--- src/rtl/dist_pkg.sv ---
// Package: shared widths and the Volume-to-multiplier mapping.
// Assumes 8-bit control values with unity gain at code 127.
package dist_pkg;
    localparam int SAMPLE_W   = 24;
    localparam int CTRL_W     = 8;
    localparam int GAIN_W     = 14;   // unsigned multiplier width
    localparam int GAIN_FRAC  = 12;   // fractional bits, unity = 4096
    localparam int DRIVE_STEP = 16448;
    localparam int VOL_MID    = 127;

    // Multiplier for a volume code: mute, exponential-style cut, rising boost.
    function automatic int gain_code(input int v);
        int e;
        int k;
        int unity;
        unity = 1 << GAIN_FRAC;
        if (v == 0) begin
            return 0;
        end else if (v <= VOL_MID) begin
            e = VOL_MID - v;
            return ((16 - (e % 16) / 2) * (unity >> (e / 16))) >> 4;
        end else begin
            k = v - VOL_MID;
            return unity + ((69 * k * k) >> 7);
        end
    endfunction
endpackage

--- src/rtl/dist_clipper.sv ---
// Symmetric limiter: threshold = max positive - DRIVE_STEP * drive.
// Assumes the threshold stays positive for every drive code.
module dist_clipper
    import dist_pkg::*;
#(
    parameter int W      = SAMPLE_W,
    parameter int CW     = CTRL_W,
    parameter int STEP   = DRIVE_STEP
) (
    input  logic [W-1:0]  x_i,
    input  logic [CW-1:0] drive_i,
    output logic [W-1:0]  y_o
);
    localparam int EXT_W = W + 2;
    localparam logic signed [EXT_W-1:0] MAXPOS = EXT_W'((longint'(1) <<< (W - 1)) - 1);
    localparam logic signed [EXT_W-1:0] STEP_X = EXT_W'(STEP);

    logic signed [EXT_W-1:0] th;
    logic signed [EXT_W-1:0] x_ext;
    logic signed [EXT_W-1:0] neg_th;

    // Threshold and sign-extended sample.
    always_comb begin
        th     = MAXPOS - STEP_X * $signed(EXT_W'(drive_i));
        neg_th = -th;
        x_ext  = EXT_W'($signed(x_i));
    end

    // Limit against the positive and negative threshold.
    always_comb begin
        if (x_ext > th)          y_o = th[W-1:0];
        else if (x_ext < neg_th) y_o = neg_th[W-1:0];
        else                     y_o = x_i;
    end
endmodule

--- src/rtl/dist_gain_lut.sv ---
// Lookup of fixed-point multipliers, one per volume code, built at elaboration.
// Assumes each code fits in GW unsigned bits.
module dist_gain_lut
    import dist_pkg::*;
#(
    parameter int CW = CTRL_W,
    parameter int GW = GAIN_W
) (
    input  logic [CW-1:0] vol_i,
    output logic [GW-1:0] gain_o
);
    localparam int ENTRIES = 1 << CW;

    logic [GW-1:0] table_q [ENTRIES];

    // One constant entry per volume code.
    for (genvar i = 0; i < ENTRIES; i++) begin : g_entry
        assign table_q[i] = GW'(gain_code(i));
    end

    // Select the multiplier for the current code.
    assign gain_o = table_q[vol_i];
endmodule

--- src/rtl/dist_driver.sv ---
// Gain stage: signed sample times unsigned Q.FRAC multiplier, floor, saturate.
// Assumes the product fits W+GW+1 bits (always true by width).
module dist_driver
    import dist_pkg::*;
#(
    parameter int W    = SAMPLE_W,
    parameter int GW   = GAIN_W,
    parameter int FRAC = GAIN_FRAC
) (
    input  logic [W-1:0]  x_i,
    input  logic [GW-1:0] gain_i,
    output logic [W-1:0]  y_o
);
    localparam int PW = W + GW + 1;
    localparam logic signed [PW-1:0] MAXV = PW'((longint'(1) <<< (W - 1)) - 1);
    localparam logic signed [PW-1:0] MINV = -PW'(longint'(1) <<< (W - 1));

    logic signed [PW-1:0] prod;
    logic signed [PW-1:0] scaled;

    // Multiply and drop the fractional bits (arithmetic shift = floor).
    always_comb begin
        prod   = PW'($signed(x_i)) * $signed({1'b0, gain_i});
        scaled = prod >>> FRAC;
    end

    // Saturate into the signed sample range.
    always_comb begin
        if (scaled > MAXV)      y_o = MAXV[W-1:0];
        else if (scaled < MINV) y_o = MINV[W-1:0];
        else                    y_o = scaled[W-1:0];
    end
endmodule

--- src/rtl/distortion_unit.sv ---
// Top: limiter -> gain stage -> per-strobe output register with bypass.
// Assumes strobe_i is a single-cycle pulse per sample period.
module distortion_unit
    import dist_pkg::*;
#(
    parameter int W  = SAMPLE_W,
    parameter int CW = CTRL_W,
    parameter int GW = GAIN_W
) (
    input  logic          clk,
    input  logic          rst_n,
    input  logic          strobe_i,
    input  logic          en_i,
    input  logic [W-1:0]  sample_i,
    input  logic [CW-1:0] drive_i,
    input  logic [CW-1:0] volume_i,
    output logic [W-1:0]  sample_o,
    output logic [W-1:0]  clip_o,
    output logic [W-1:0]  boost_o
);
    logic [GW-1:0] gain;

    dist_clipper #(.W(W), .CW(CW)) u_clip (
        .x_i     (sample_i),
        .drive_i (drive_i),
        .y_o     (clip_o)
    );

    dist_gain_lut #(.CW(CW), .GW(GW)) u_lut (
        .vol_i  (volume_i),
        .gain_o (gain)
    );

    dist_driver #(.W(W), .GW(GW)) u_drv (
        .x_i    (clip_o),
        .gain_i (gain),
        .y_o    (boost_o)
    );

    // Capture processed or bypassed sample on each strobe.
    always_ff @(posedge clk) begin
        if (!rst_n)        sample_o <= '0;
        else if (strobe_i) sample_o <= en_i ? boost_o : sample_i;
    end
endmodule

--- config.mk ---
export PLATFORM = sky130hd
export DESIGN_NAME = distortion_unit
export DESIGN_NICKNAME = d
export VERILOG_FILES = /design/src/rtl/dist_pkg.sv /design/src/rtl/dist_clipper.sv /design/src/rtl/dist_gain_lut.sv /design/src/rtl/dist_driver.sv /design/src/rtl/distortion_unit.sv
export SDC_FILE = /design/constraint.sdc
export NUM_CORES = 1
export LEC_CHECK = 0
export BUFFER_PORTS_ARGS = -buffer_cell sky130_fd_sc_hd__buf_2
export CAP_MARGIN = 15
export CORE_MARGIN = 5
export CORE_UTILIZATION = 32
export DETAILED_ROUTE_END_ITERATION = 10
export PLACE_DENSITY = 0.5
export RECOVER_POWER = 25
export SLEW_MARGIN = 20
export SYNTH_ARGS = -nofsm -noshare
export SYNTH_HDL_FRONTEND = slang
export SYNTH_HIERARCHICAL = 1
export SYNTH_SLANG_ARGS = --single-unit
--- constraint.sdc ---
create_clock -name clk -period 13.3 [get_ports clk]
set_input_delay 0 -clock clk [delete_from_list [all_inputs] [get_ports clk]]
set_output_delay 0 -clock clk [all_outputs]
set_load 0.005 [all_outputs]
==> results.json, run 1 <==
{
  "status": "finished clean",
  "synth_common_cells": "inv_1, fa_1, and2_1, nand2_1, ha_1",
  "r2r_slack_ns": 12.62,
  "gr-usage-met3_pct": 1.992,
  "reg_top3": "sample_o: 24 flops",
  "cp.required_ns": 13.30,
  "layout_min_cycle_time_ns": 11.16,
  "ys.warnings.count": 6,
  "synth-xor-area-share_pct": 1.893,
  "rows": 84,
  "rsz0062_at_grt": "no",
  "place.detailed.hpwl_um": 41940,
  "vias_per_cell": 5.222,
  "post_cts_resized": 0,
  "postCtsSetupBuffers": 0,
  "async_reset_ff_share_pct": 0,
  "slew_violations": 0,
  "syn_area_per_cell_um2": 8.347,
  "synthCells": 2051,
  "critPathKind": "in2out",
  "cts_hold_buffers": 0,
  "drive_gt1_share_pct": 8.828,
  "largest_reg_flops": 24,
  "hold-worst-slack_ns": 0.09364,
  "grt-ovfl-total": 0,
  "port_buffers": 115,
  "fin_crit_sh_pct": 83.91,
  "yosysMostFrequentCell": "inv_1",
  "grt_usage_pct": 18.91,
  "synth_area_leaders": "fa_1, ha_1, inv_1",
  "met1_usage_pct": 25.18,
  "drtIter0Drc": 842,
  "synth_top_family_by_area": "adder cells",
  "synth.top_cell.area_share_pct": 36.60,
  "num_antenna_cells": 0,
  "synth_edf_count": 0,
  "yosysTopAreaCell": "fa_1",
  "hold_depth": 3,
  "fp.dieH_um": 241.3,
  "maxSlewHeadroom_pct": 23.50,
  "grt_max_degree": 94,
  "nFillCells": 5602,
  "grt_first_pass_wirelength_um": 88580,
  "cts_buffers": 3,
  "clk_latency_ns": 0.27,
  "ant_nets": 0,
  "syn-cell-area_mm2": 0.01712,
  "crit_fanout": 25,
  "coreArea_mm2": 0.05276,
  "ios": 116,
  "slowest_stage": "a2bb2oi_2",
  "worstMarginPinSlew_ns": 1.146,
  "top_usage_layer": "met2",
  "r2r_cells": 2,
  "worst-endpoint-arrival_ns": 11.16,
  "antenna_found_initial": 0,
  "hold_path_class": "in2reg",
  "synth_compound_area_share_pct": 15.67,
  "htreeDepth": 1,
  "place_congestion": 0.8937,
  "setup_violations": 0,
  "routed_wl_um": 54880,
  "start_util_pct": 32.45,
  "ys_seq_elements": 24,
  "largest-register": "sample_o",
  "cts_tree": "built",
  "synth-adder-area-share_pct": 46.67,
  "end_kind": "output port",
  "met2_usage_pct": 33.07,
  "firstDrtPassIters": 5,
  "drc": 0,
  "synthMuxAreaShare_pct": 2.639,
  "crit_path_start_kind": "primary input",
  "cts_buffer_depth": 2,
  "clockRootBuffer": "clkbuf_16",
  "yosysSeqAreaShare_pct": 2.807,
  "tns_ns": 0,
  "clkTransAtPathRegs_ns": 0.07,
  "dr_total_vias": 14420,
  "syn_nets": 2545,
  "fp.dieArea_mm2": 0.05822,
  "synth_top_flop_cell": "dfxtp_1",
  "area_growth_pct": 6.220,
  "hold_viol": 0,
  "cts.sinks": 24,
  "cpPeakStageDelay_ns": 0.88,
  "drv_cap": 0,
  "fin_skew_ns": 0,
  "synth-simple-area-share_pct": 17.56,
  "routedWlPerCell_um": 19.88,
  "grt_pass1_vias": 15720,
  "die_w_um": 241.3,
  "yosysUniqueCellTypes": 91,
  "nNetsFinal": 2569,
  "timing.fmax_mhz": 89.61
}
critical path: cells and delay by family:
kind	cells	cell delay, ns
AO/OA/AOI/OAI	14	4.48
adder cells (fa/ha/maj)	9	4.15
buffers and inverters	8	1.31
AND/OR/NAND/NOR	4	1.17
routing by layer:
layer | vias to the layer above | routed length [um] | share of wire, %
met3 | 90 | 2319 | 4.2
met1 | 7371 | 23550 | 43
met5 | - | 0 | 0
met2 | 383 | 27400 | 50
met4 | 0 | 1612 | 2.9
li1 | 6575 | - | -
kinds of logic (layout without fill, tap and decap cells):
family / after synthesis / in the layout
simple gates: 574 / 574
buf+inv: 522 / 544
fa+ha+maj: 451 / 451
compound gates: 401 / 401
mux: 42 / 42
xor+xnor: 37 / 37
flops: 24 / 24
metrics by stage:
step | area [um^2] | instances | utilization (%) | worst slack [ns]
after floorplan | 17120 | 2051 | - | 4.434
after global placement | 18110 | 2758 | 34.33 | 2.011
after detailed placement | 18120 | 2758 | 34.35 | 1.907
after CTS | 18200 | 2761 | 34.50 | 2.059
after global routing | 18180 | 2761 | 34.46 | 1.703
final | 18180 | 2761 | 34.46 | 2.140
path summary, 6_finish.rpt:
kind                                          startpoint                        to
worst max-delay path                          drive_i[0]                boost_o[0]
worst min-delay path                         sample_i[4]  sample_o[4]$_SDFFE_PN0P_
worst max register to register  sample_o[3]$_SDFFE_PN0P_  sample_o[3]$_SDFFE_PN0P_
worst min register to register  sample_o[9]$_SDFFE_PN0P_  sample_o[9]$_SDFFE_PN0P_
placed cells by master (no fill, tap or decap), types with 18 or more instances in the layout:
cell type and n:
a21oi_1 108, nor2_1 55, a21o_1 19, o21ai_0 76
clkbuf_1 22, buf_2 93, buf_4 30, dfxtp_1 24
and2_1 212, o21ai_1 33, mux2i_1 35, nand3_1 28
nand2_1 178, ha_1 137, nor2b_1 18, fa_1 313
inv_1 390, xnor2_1 23
area by class of cell:
type	count	area, um^2	share of cell area [%]
inverter	396	1486	8.175
tap	688	860.8	4.734
multi-input combinational	1505	14510	79.78
timing repair buffer	145	773.2	4.252
sequential	24	480.5	2.642
clock buffer	3	75.07	0.4129
Power of run 1 is not shown: default switching activity piles up to over one toggle a cycle in this logic, so the estimate is an artifact.
==> run 2: changes to the inputs <==
Clock period 13.3 ns to 10.4 ns, I/O delays scaled along.
==> results.json, run 2 (synthesis gave the netlist of run 1 again) <==
{
  "status": "finished clean",
  "crit_path_start_kind": "primary input",
  "fp.dieH_um": 241.3,
  "drive_gt1_share_pct": 10.07,
  "cts_hold_buffers": 0,
  "fp.dieArea_mm2": 0.05822,
  "postCtsSetupBuffers": 0,
  "crit_fanout": 23,
  "nNetsFinal": 2601,
  "cp_common_cell": "fa_1",
  "dr_total_vias": 14490,
  "clk_latency_ns": 0.26,
  "critPathKind": "in2out",
  "grt-ovfl-total": 0,
  "slew_violations": 0,
  "end_kind": "output port",
  "die_w_um": 241.3,
  "layout_common_cells": "inv_1, fa_1, and2_1",
  "grt_pass1_vias": 15350,
  "htreeDepth": 1,
  "drc": 0,
  "rows": 84,
  "hold_path_class": "in2reg",
  "firstDrtPassIters": 7,
  "routed_wl_um": 53230,
  "timing.fmax_mhz": 104.4,
  "post_cts_resized": 0,
  "place.detailed.hpwl_um": 42210,
  "maxSlewHeadroom_pct": 32.31,
  "vias_per_cell": 5.186,
  "grt_first_pass_wirelength_um": 85740,
  "port_buffers": 115,
  "final_common_cell": "inv_1",
  "layout_min_cycle_time_ns": 9.578,
  "fin_skew_ns": 0,
  "antenna_found_initial": 0,
  "crit_family": "adder cells",
  "cts.sinks": 24,
  "routedWlPerCell_um": 19.06,
  "clkTransAtPathRegs_ns": 0.07,
  "cpPeakStageDelay_ns": 0.57,
  "ios": 116,
  "num_antenna_cells": 0,
  "drtIter0Drc": 902,
  "fin_util_pct": 34.91,
  "drv_cap": 0,
  "grt_usage_pct": 18.33,
  "coreArea_mm2": 0.05276,
  "rsz0062_at_grt": "no",
  "cp.required_ns": 10.40,
  "slowest_stage": "a2bb2oi_2",
  "nFillCells": 5613,
  "fin_crit_sh_pct": 92.09,
  "cts_buffers": 3,
  "hold_viol": 0,
  "clockRootBuffer": "clkbuf_16",
  "start_util_pct": 32.45,
  "worstMarginPinSlew_ns": 1.015,
  "place_congestion": 0.9173,
  "reg_top3": "sample_o: 24 flops",
  "area_growth_pct": 7.601,
  "grt_max_degree": 94,
  "tns_ns": 0,
  "worst-endpoint-arrival_ns": 9.58,
  "largest_reg_flops": 24,
  "cp_num_buf_inv": 9,
  "cts_tree": "built",
  "setup_violations": 0,
  "largest-register": "sample_o",
  "ant_nets": 0,
  "cts_buffer_depth": 2
}
[run 2: stage by stage]
| stage | cells | setup WS, ns | cell area (um^2) | hold WS (ns) |
|---|---|---|---|---|
| after floorplan | 2051 | 1.534 | 17120 | 0.09957 |
| after global placement | 2789 | 0.8537 | 18370 | 0.3341 |
| after detailed placement | 2789 | 0.6337 | 18370 | 0.3459 |
| after CTS | 2792 | 0.8804 | 18440 | 0.06753 |
| after global routing | 2793 | 0.3322 | 18420 | 0.08578 |
| final | 2793 | 0.8224 | 18420 | 0.07298 |
[run 2: path summary, 6_finish.rpt]
check | startpoint | endpoint | slack [ns] | cells past startpoint
hold / removal | sample_i[4] | sample_o[4]$_SDFFE_PN0P_ | 0.07 | 3
setup reg to reg | sample_o[1]$_SDFFE_PN0P_ | sample_o[1]$_SDFFE_PN0P_ | 9.67 | 2
setup / recovery | drive_i[0] | boost_o[1] | 0.82 | 36
hold reg to reg | sample_o[17]$_SDFFE_PN0P_ | sample_o[17]$_SDFFE_PN0P_ | 0.54 | 2
[run 2: final cells by class]
class | count | area (um^2) | area share, %
well taps | 688 | 860.8 | 4.673
repair buffers | 177 | 1036 | 5.624
multi-input cells | 1505 | 14480 | 78.62
flip-flops and latches | 24 | 480.5 | 2.608
clock buffers | 3 | 75.07 | 0.4076
inverters | 396 | 1486 | 8.070
[run 2: worst register-to-register path: cells and delay by family, from the launching register on]
family	cells	cell delay, ns
AOI/OAI and AO/OA	2	0.25
DFF	1	0.33
[run 2: routing by layer]
| metal | vias to the layer above | part of all wire, % | GRT usage, % |
|---|---|---|---|
| met4 | 0 | 2.1 | 3.300 |
| met2 | 388 | 50 | 32.18 |
| met1 | 7379 | 44 | 24.90 |
| met5 | - | 0 | 0 |
| li1 | 6648 | - | - |
| met3 | 70 | 4.3 | 1.901 |
Power of run 2 is left out for the same reason.
